==> config.mk <==
export PLATFORM = sky130hd
export DESIGN_NAME = ps_cfg_target
export DESIGN_NICKNAME = d
export VERILOG_FILES = /design/src/rtl/ps_cfg_pkg.sv /design/src/rtl/ps_cfg_bitcap.sv /design/src/rtl/ps_cfg_inittimer.sv /design/src/rtl/ps_cfg_ctrl.sv /design/src/rtl/ps_cfg_target.sv
export SDC_FILE = /design/constraint.sdc
export NUM_CORES = 1
export LEC_CHECK = 0
export BUFFER_PORTS_ARGS = -buffer_cell sky130_fd_sc_hd__buf_2
export CAP_MARGIN = 40
export CORE_ASPECT_RATIO = 1.25
export CORE_UTILIZATION = 40
export DETAILED_ROUTE_END_ITERATION = 7
export PLACE_DENSITY_LB_ADDON = 0.1
export SETUP_SLACK_MARGIN = 0.05
export SYNTH_ARGS = -nofsm -noshare
export SYNTH_HDL_FRONTEND = slang
export SYNTH_HIERARCHICAL = 1
export SYNTH_SLANG_ARGS = --single-unit
export TNS_END_PERCENT = 1
==> constraint.sdc <==
create_clock -name cfg_clk -period 2.2 [get_ports cfg_clk]
set_input_delay 0.33 -clock cfg_clk [delete_from_list [all_inputs] [get_ports cfg_clk]]
set_output_delay 0.33 -clock cfg_clk [all_outputs]
set_load 0.1 [all_outputs]
==> src/rtl/ps_cfg_pkg.sv <==
package ps_cfg_pkg;

   typedef enum logic [2:0] {
      ST_IDLE,
      ST_LOAD,
      ST_RELEASE,
      ST_INIT,
      ST_USER,
      ST_FAULT
   } cfg_state_t;

endpackage

==> src/rtl/ps_cfg_bitcap.sv <==
module ps_cfg_bitcap #(
   parameter int IMAGE_BITS = 64,
   parameter int FRAME_BITS = 32,
   parameter int OPT_POS    = 3
) (
   input  logic clk,
   input  logic rst_n,
   input  logic capture,
   input  logic data,
   output logic last_bit,
   output logic opt_en
);

   localparam int CW = $clog2(IMAGE_BITS + 1);

   if (IMAGE_BITS < 2) begin : g_chk_img
      $error("IMAGE_BITS must be at least 2");
   end
   if (FRAME_BITS > IMAGE_BITS) begin : g_chk_frame
      $error("FRAME_BITS must not exceed IMAGE_BITS");
   end
   if (OPT_POS >= FRAME_BITS) begin : g_chk_opt
      $error("OPT_POS must lie inside the first frame");
   end

   logic [CW-1:0] bit_cnt;
   logic          opt_q;

   always_ff @(posedge clk or negedge rst_n) begin
      if (!rst_n) begin
         bit_cnt <= '0;
         opt_q   <= 1'b0;
      end else if (capture) begin
         bit_cnt <= bit_cnt + 1'b1;
         if (bit_cnt == CW'(OPT_POS)) begin
            opt_q <= data;
         end
      end
   end

   assign last_bit = (bit_cnt == CW'(IMAGE_BITS - 1));
   assign opt_en   = opt_q;

   // a capture never happens beyond the image size
   assert_count_bound_R3: assert property (@(posedge clk) disable iff (!rst_n)
      capture |-> (bit_cnt < CW'(IMAGE_BITS)));

   // option bit only changes on a capture edge
   assert_opt_stable_R7: assert property (@(posedge clk) disable iff (!rst_n)
      !$past(capture) |-> $stable(opt_q));

endmodule

==> src/rtl/ps_cfg_inittimer.sv <==
module ps_cfg_inittimer #(
   parameter int INIT_CYCLES = 136
) (
   input  logic clk,
   input  logic rst_n,
   input  logic run,
   output logic expired
);

   localparam int TW = $clog2(INIT_CYCLES + 1);

   if (INIT_CYCLES < 1) begin : g_chk_init
      $error("INIT_CYCLES must be at least 1");
   end

   logic [TW-1:0] tick_cnt;

   always_ff @(posedge clk or negedge rst_n) begin
      if (!rst_n) begin
         tick_cnt <= '0;
      end else if (!run) begin
         tick_cnt <= '0;
      end else begin
         tick_cnt <= tick_cnt + 1'b1;
      end
   end

   assign expired = run && (tick_cnt == TW'(INIT_CYCLES - 1));

   // the timer never runs past its window
   assert_init_bound_R6: assert property (@(posedge clk) disable iff (!rst_n)
      run |-> (tick_cnt < TW'(INIT_CYCLES)));

endmodule

==> src/rtl/ps_cfg_ctrl.sv <==
module ps_cfg_ctrl
   import ps_cfg_pkg::*;
(
   input  logic clk,
   input  logic rst_n,
   input  logic chip_en_n,
   input  logic status_in,
   input  logic done_in,
   input  logic data_err,
   input  logic last_bit,
   input  logic init_expired,
   output logic capture,
   output logic init_run,
   output logic status_oe,
   output logic done_oe,
   output logic chain_en_n,
   output logic user_mode
);

   cfg_state_t state, state_nx;
   logic       bit_edge;

   assign bit_edge = (state == ST_LOAD) && !chip_en_n && status_in;

   always_comb begin
      state_nx = state;
      unique case (state)
         ST_IDLE:    state_nx = ST_LOAD;
         ST_LOAD: begin
            if (bit_edge) begin
               if (data_err)      state_nx = ST_FAULT;
               else if (last_bit) state_nx = ST_RELEASE;
            end
         end
         ST_RELEASE: if (done_in) state_nx = ST_INIT;
         ST_INIT:    if (init_expired) state_nx = ST_USER;
         ST_USER:    state_nx = ST_USER;
         ST_FAULT:   state_nx = ST_FAULT;
         default:    state_nx = ST_FAULT;
      endcase
   end

   always_ff @(posedge clk or negedge rst_n) begin
      if (!rst_n) state <= ST_IDLE;
      else        state <= state_nx;
   end

   assign capture    = bit_edge && !data_err;
   assign init_run   = (state == ST_INIT);
   assign status_oe  = (state == ST_IDLE) || (state == ST_FAULT);
   assign done_oe    = (state == ST_IDLE) || (state == ST_LOAD) || (state == ST_FAULT);
   assign chain_en_n = !((state == ST_RELEASE) || (state == ST_INIT) || (state == ST_USER));
   assign user_mode  = (state == ST_USER);

   // user mode holds until reconfigure
   assert_user_sticky_R6: assert property (@(posedge clk) disable iff (!rst_n)
      user_mode |=> user_mode);

   // user mode is only reached through initialization
   assert_user_after_init_R6: assert property (@(posedge clk) disable iff (!rst_n)
      $rose(user_mode) |-> $past(init_run));

   // handoff follows the capture of the last bit
   assert_chain_handoff_R4: assert property (@(posedge clk) disable iff (!rst_n)
      $fell(chain_en_n) |-> $past(capture && last_bit));

   // an error keeps both lines pulled and the chain closed
   assert_fault_hold_R8: assert property (@(posedge clk) disable iff (!rst_n)
      (status_oe && done_oe && chain_en_n && $past(bit_edge && data_err))
      |=> (status_oe && done_oe && chain_en_n));

endmodule

==> src/rtl/ps_cfg_target.sv <==
module ps_cfg_target #(
   parameter int IMAGE_BITS   = 64,
   parameter int FRAME_BITS   = 32,
   parameter int OPT_POS      = 3,
   parameter int INIT_CYCLES  = 136,
   parameter bit USE_INIT_PIN = 1'b1
) (
   input  logic cfg_clk,
   input  logic cfg_reload_n,
   input  logic chip_en_n,
   input  logic cfg_data,
   input  logic data_err,
   input  logic status_in,
   input  logic done_in,
   output logic status_oe,
   output logic done_oe,
   output logic chain_en_n,
   output logic init_done,
   output logic user_mode
);

   logic capture;
   logic last_bit;
   logic opt_en;
   logic init_run;
   logic init_expired;

   ps_cfg_bitcap #(
      .IMAGE_BITS (IMAGE_BITS),
      .FRAME_BITS (FRAME_BITS),
      .OPT_POS    (OPT_POS)
   ) i_bitcap (
      .clk      (cfg_clk),
      .rst_n    (cfg_reload_n),
      .capture  (capture),
      .data     (cfg_data),
      .last_bit (last_bit),
      .opt_en   (opt_en)
   );

   ps_cfg_inittimer #(
      .INIT_CYCLES (INIT_CYCLES)
   ) i_inittimer (
      .clk     (cfg_clk),
      .rst_n   (cfg_reload_n),
      .run     (init_run),
      .expired (init_expired)
   );

   ps_cfg_ctrl i_ctrl (
      .clk          (cfg_clk),
      .rst_n        (cfg_reload_n),
      .chip_en_n    (chip_en_n),
      .status_in    (status_in),
      .done_in      (done_in),
      .data_err     (data_err),
      .last_bit     (last_bit),
      .init_expired (init_expired),
      .capture      (capture),
      .init_run     (init_run),
      .status_oe    (status_oe),
      .done_oe      (done_oe),
      .chain_en_n   (chain_en_n),
      .user_mode    (user_mode)
   );

   if (USE_INIT_PIN) begin : g_init_pin
      assign init_done = !(opt_en && !user_mode);
   end else begin : g_no_init_pin
      logic unused_opt;
      assign unused_opt = opt_en;
      assign init_done  = 1'b1;
   end

endmodule

==> impl_results.md, run 1 <==
* Run status: completed
* Lkg Pwr at 0.513 nW
* Placed cell count at 131
* Setup CP Type: flip-flop to output pin
* Die footprint at 0.00258 mm²
* Final period utilization at between 90% and 100%
* Post-CTS Repair Setup Buffers at 0
* Sink Count at 19
* Crit path time final at 1.99 ns
* Reg2Reg Depth at 6
* Post-synthesis xor/xnor area fraction at 8.27%
* Die Span X at approximately 46 µm
* EDFF count, synth at 0
* Fin cells at 136
* Met2 wire len at 804 µm
* Hpwl dp at 1230 µm
* All-Layer GR Usage at around 15%
* R2r startpoint: i_ctrl/state[2]$_DFFE_PN0P_
* Crit. End Element: output pin
* Total power at 0.547 mW
* Crit path to: init_done
* Final hold violations at 0
* DRT iter0 DRCs at 14
* Io pins at 12
* Reg area at 475 µm²
* Largest net degree at the start of global routing at 20
* Worst-path clk slew at about 0.12 ns
* # resized after CTS at 0
* Worst-Skew Late Latency at about 0.30 ns
* Slew HR at around two thirds
* Avg WL per Cell at 12.2 µm
* Mux cell area share after synthesis at 3.41%
* Final Max Tran Viols at 0
* IO buf count at 11
* Initial antenna violation count at 0
* Peak supply drop at 286 µV
* Sequential-to-total area share from yosys stat at approximately half
* Worst path buffer plus inverter count at 2
* Via count at approximately 690
* Largest delay contributor family on the critical path: buffers and inverters
* Core ar. at between 0.002 and 0.0025 mm²
* Setup-failing EPs final at 0
* First-pass GRT wire length at roughly 2800 µm
* Fillcell total at 244
* Area grow syn2layout at 16.0%
* Worst Path Arrival at 1.66 ns
* Syn_nets at 98
* HP Class: primary input to flip-flop
* Post-route ant nets at 0
* Root buffer cell: clkbuf_4
* Compound-Gate Fraction of Synth Area at 6.96%
* CP max stage cell: dfrtp_1
* Initial Util at 42.7%
* Crit path cell chain: buf_4 > nor3b_4 > nand2b_1 > buf_2
* Die Y at around 57 µm
* Synthesized area per cell at 10.8 µm²
* Post-Synth Adder-Cell Area at 3.94%
* Highest routed metal layer: met4
* Post-route clock skew at slightly above 0.009 ns
* Flop2flop setup slack at ~0.24 ns
* RSZ-0062 raised after global routing: no
* Multi-input logic area at 478 µm²
* Synthesis-stage register bit count at 19
* Critical Path Stages at 4
* Drt pass-1 iters at 4
* Max capacitance violation total at 0
* Largest family of logic cells by synthesized area: simple AND/OR/NAND/NOR gates
* Synthesis Warnings at 6
* Ratio of cells with drive above 1 in the final layout at 21.9%
* Gate Count Post-Synth at 88
* Vias in the first global route at 690
* Commonest cells after routing, fill and taps aside: dfrtp_1 (19), buf_2 (11), nor2_1 (6)
* Async SR Flop Fraction at 100%
* Final nets at 116
* CTS tree: built
* Synth cell types at 35
* Vias/cell at 5.10
* Worst setup path start: i_ctrl/state[1]$_DFFE_PN0P_
* Max stage delay on crit path at slightly above 0.4 ns
* CP Data Required Time at 1.87 ns
* Rows at 19
* TritonCTS buffer count at 3
* Deepest clock path buffer count at 2
* ANT cells at 0
* Worst Max-Slew Pin Slew at 0.484 ns
* DRT Wirelength at 1660 µm
* Met1 WL at 812 µm
* DR DRC count at 0
* GP Congestion at just over 0.7
* Setup crit start kind: flip-flop
* Syn Std Cell Area at ~950 µm²
* Ys flop type: dfrtp_1
* Reg2reg end: i_ctrl/state[0]$_DFFE_PN0P_
* Simple-gate share of the synthesized area at 26.4%
* Max Clk Rate at 502 MHz
* Met3 wire length at 33 µm
* Pwr dens at 494 mW/mm²
* Commonest non-fill, non-tap cell in the layout: dfrtp_1
* Crit path max fanout at 10
* # H-tree levels at 1
* GRT overflow at 0
==> cell usage after synthesis (3+ instances only) <==
library cell / n / area share (%)
and2_1: 5 / 3.3
dfrtp_1: 19 / 50
ha_1: 3 / 3.9
nand2_1: 5 / 2.0
nand4_1: 4 / 2.6
nor2_1: 6 / 2.4
o21ai_0: 3 / 1.6
xnor2_1: 5 / 4.6
xor2_1: 4 / 3.7
==> area by class of cell <==
| type | instances | area share [%] |
|---|---|---|
| multi-input combinational | 67 | 43.2 |
| sequential | 19 | 43.0 |
| timing repair buffer | 14 | 7.24 |
| tap | 31 | 3.51 |
| clock buffer | 3 | 2.04 |
| clock inverter | 1 | 0.679 |
| inverter | 1 | 0.339 |
==> cell families (layout without fill, tap and decap cells) <==
| group | after synthesis | in the layout |
|---|---|---|
| compound gates | 11 | 11 |
| xor+xnor | 9 | 9 |
| fa+ha+maj | 3 | 3 |
| buf+inv | 2 | 19 |
| flops | 19 | 19 |
| mux | 3 | 3 |
| simple gates | 41 | 41 |
==> layer usage <==
| metal | vias to the layer above | track usage [%] |
|---|---|---|
| li1 | 345 | - |
| met1 | 337 | 19.2 |
| met2 | 9 | 24.3 |
| met3 | 2 | 1.93 |
| met4 | 0 | 6.49 |
| met5 | - | 0 |
==> report_power, final <==
part | leakage, nW | internal (mW) | switching [mW]
Combinational | 0.244 | 0.00600 | 0.00972
Sequential | 0.255 | 0.349 | 0
Clock | 0.0139 | 0.0691 | 0.113
==> worst reg2reg max path, cell delays in order, from the launching register on <==
cell and delay (ns):
dfrtp_1 0.43, and2b_1 0.26, and2_1 0.29, nand2b_1 0.12, nor4_1 0.41, a21oi_1 0.16
o21a_1 0.20
==> worst min path at each step <==
stage | from | endpoint | slack (ns) | depth (start not counted)
4_1_cts | cfg_data | i_bitcap/opt_en$_DFFE_PN0P_ | 0.24 | 2
6_report | cfg_data | i_bitcap/opt_en$_DFFE_PN0P_ | 0.26 | 2
3_3_place_gp | cfg_reload_n | i_bitcap/bit_cnt[0]$_DFFE_PN0P_ | 0.30 | 1
3_5_place_dp | cfg_reload_n | i_inittimer/tick_cnt[1]$_DFF_PN0_ | 0.29 | 1
2_1_floorplan | cfg_reload_n | i_bitcap/bit_cnt[0]$_DFFE_PN0P_ | 0.03 | 0
5_1_grt | cfg_data | i_bitcap/opt_en$_DFFE_PN0P_ | 0.24 | 2
==> state kept, by name, indices dropped and copies added, names as in the netlist <==
signal,cells
i_bitcap/opt_en,1
i_inittimer/tick_cnt,8
i_ctrl/state,3
i_bitcap/bit_cnt,7
==> per-stage QoR <==
stage	util [%]	hold WS, ns	instance area (µm²)	worst slack, ns	TNS, ns
6_report	49.5	0.258	1110	0.208	0
5_1_grt	49.5	0.237	1110	0.104	0
4_1_cts	49.5	0.244	1110	0.178	0
3_5_place_dp	47.7	0.293	1070	0.302	0
3_3_place_gp	47.7	0.295	1070	0.301	0
2_1_floorplan	-	0.0344	965	-0.406	-0.708
==> repair_timing <==
action                                  in CTS  in global routing
hold buffers                                 1                  0
endpoints found under the setup margin       0                  0
endpoints found under the hold margin       19                  0
Note: power is estimated with default switching activity, not from simulation.
==> inputs of run 2 (changes only) <==
==> constraint.sdc (replaced) <==
create_clock -name cfg_clk -period 2.2 [get_ports cfg_clk]
set_input_delay 0.33 -clock cfg_clk [delete_from_list [all_inputs] [get_ports cfg_clk]]
set_output_delay 0.33 -clock cfg_clk [all_outputs]
set_load 0.02 [all_outputs]
==> run 2 against run 1 <==
Effect of this change: combinational power about the same; register-to-register slack improved by 0.16 ns; critical path depth increased by 1; clock power decreased by 4%; non-clock buffer count unchanged; maximum frequency increased by 11%; largest cell class is now registers; utilization decreased by 0.67 points; first-iteration DRC count increased by 29%; critical endpoint is now i_bitcap/opt_en$_DFFE_PN0P_.
==> impl_results.md, run 2 (synthesis results as in run 1) <==
* Worst Max-Slew Pin Slew at about 0.42 ns
* Setup CP Type: flip-flop to flip-flop
* Crit. End Element: flip-flop
* Initial Util at 42.7%
* ANT cells at 0
* Vias in the first global route at 632
* Flop2flop setup slack at between 0.3 and 0.4 ns
* Ratio of cells with drive above 1 in the final layout at 20.0%
* All-Layer GR Usage at ~15%
* # resized after CTS at 0
* Final Util at 48.8%
* Run status: completed
* Biggest register: i_inittimer/tick_cnt
* TritonCTS buffer count at 3
* Worst setup path start: i_ctrl/state[1]$_DFFE_PN0P_
* Worst-Skew Late Latency at 0.29 ns
* Worst slack, placed at 0.368 ns
* Setup TNS Final at 0 ns
* DP Area at approximately 0.0011 mm²
* Commonest cells after routing, fill and taps aside: dfrtp_1 (19), buf_2 (11), nor2_1 (6)
* Slew HR at 72.0%
* Max capacitance violation total at 0
* Die footprint at between 0.002 and 0.003 mm²
* Post-route ant nets at 0
* Crit path max fanout at 5
* Setup-failing EPs final at 0
* CTS tree: built
* Final period utilization at 81.9%
* IO buf count at 11
* Crit path time final at between 1.5 and 2 ns
* Post-route design area at about 0.0011 mm²
* Placed cell count at 131
* GP Congestion at 0.720
* Die Span X at 45.7 µm
* Root buffer cell: clkbuf_4
* Biggest regs: i_inittimer/tick_cnt: 8 flops, i_bitcap/bit_cnt: 7 flops, i_ctrl/state: 3 flops
* Deepest clock path buffer count at 2
* Final Max Tran Viols at 0
* First-pass GRT wire length at 2710 µm
* Sink Count at 19
* Fin cells at 136
* Max Clk Rate at between 500 and 600 MHz
* Hpwl dp at around 1200 µm
* DRT Wirelength at 1580 µm
* HP Class: primary input to flip-flop
* Final nets at 116
* Post-route clock skew at ~0.0026 ns
* Largest net degree at the start of global routing at 20
* Final hold violations at 0
* Reg2reg end: i_bitcap/opt_en$_DFFE_PN0P_
* Slack of the critical path at 0.399 ns
* Crit path to: i_bitcap/opt_en$_DFFE_PN0P_
* Max reg flops at 8
* Core ar. at 0.00223 mm²
* RSZ-0062 raised after global routing: no
* Worst Path Arrival at 1.99 ns
* Drt pass-1 iters at 4
* Initial antenna violation count at 0
* Commonest non-fill, non-tap cell in the layout: dfrtp_1
* Avg WL per Cell at 11.6 µm
* Pwr dens at ~490 mW/mm²
* Peak supply drop at 367 µV
* CP Data Required Time at about 2.4 ns
* Worst-path clk slew at approximately 0.1 ns
* R2r startpoint: i_ctrl/state[1]$_DFFE_PN0P_
* DR DRC count at 0
* Setup crit start kind: flip-flop
* Post-CTS Repair Setup Buffers at 0
* Vias/cell at 5.15
* Area grow syn2layout at 14.4%
* Via count at 701
* Io pins at 12
* DRT iter0 DRCs at 18
* Rows at 19
* Lkg Pwr at 0.513 nW
* GRT overflow at 0
* Die Y at ~57 µm
* # H-tree levels at 1
* Reg2Reg Depth at 5
run 2: cell count changes in the layout (fill, tap and decap cells not counted):
cell / change
clkbuf_1: +1
nor3b_2: +1
nor3_2: -1
clkinvlp_4: -1
nor3_1: +1
nor3b_4: -1
run 2: where the power goes:
group / leakage [nW] / switching [mW] / internal (mW)
clock network: 0.0150 / 0.103 / 0.0706
registers: 0.255 / 0 / 0.349
logic: 0.243 / 0.00949 / 0.00599
total: 0.513 / 0.113 / 0.426
run 2: what timing repair did:
item | 4_1_cts | 5_1_grt
hold buffers | 1 | 0
hold endpoints to repair | 19 | 0
setup endpoints to repair | 0 | 0
run 2: how the worst min path moves through the flow:
stage,startpoint,cells past startpoint,end,slack [ns]
2_1_floorplan,cfg_reload_n,0,i_bitcap/bit_cnt[0]$_DFFE_PN0P_,0.03
3_3_place_gp,cfg_reload_n,1,i_inittimer/tick_cnt[0]$_DFF_PN0_,0.30
3_5_place_dp,cfg_reload_n,1,i_inittimer/tick_cnt[0]$_DFF_PN0_,0.30
4_1_cts,cfg_data,2,i_bitcap/opt_en$_DFFE_PN0P_,0.25
5_1_grt,cfg_data,2,i_bitcap/opt_en$_DFFE_PN0P_,0.25
6_report,cfg_data,2,i_bitcap/opt_en$_DFFE_PN0P_,0.26
run 2: layout make-up:
class                      instances  area [µm²]
multi-input combinational         67         467
clock buffer                       4        26.3
timing repair buffer              14        80.1
inverter                           1        3.75
tap                               31        38.8
fill                             225        1140
sequential                        19         475
run 2: worst max-delay path, cell delays in order (launching register included):
cell     delay [ns]
dfrtp_1        0.40
nor3b_1        0.33
and3b_1        0.31
nand2_1        0.14
nor3_2         0.17
mux2_2         0.34
run 2: per-stage QoR:
step                      power (mW)  hold slack [ns]
final                          0.538            0.264
after detailed placement       0.371            0.299
after global routing           0.571            0.254
after CTS                      0.554            0.251
after floorplan                0.358           0.0344
after global placement         0.371            0.303
run 2: routing by layer:
| metal | track usage (%) | vias up | wire (µm) |
|---|---|---|---|
| met5 | 0 | - | 0 |
| met4 | 9.09 | 0 | 40 |
| met3 | 2.89 | 5 | 41 |
| met2 | 22.9 | 11 | 809 |
| met1 | 18.5 | 340 | 688 |
| li1 | - | 345 | - |
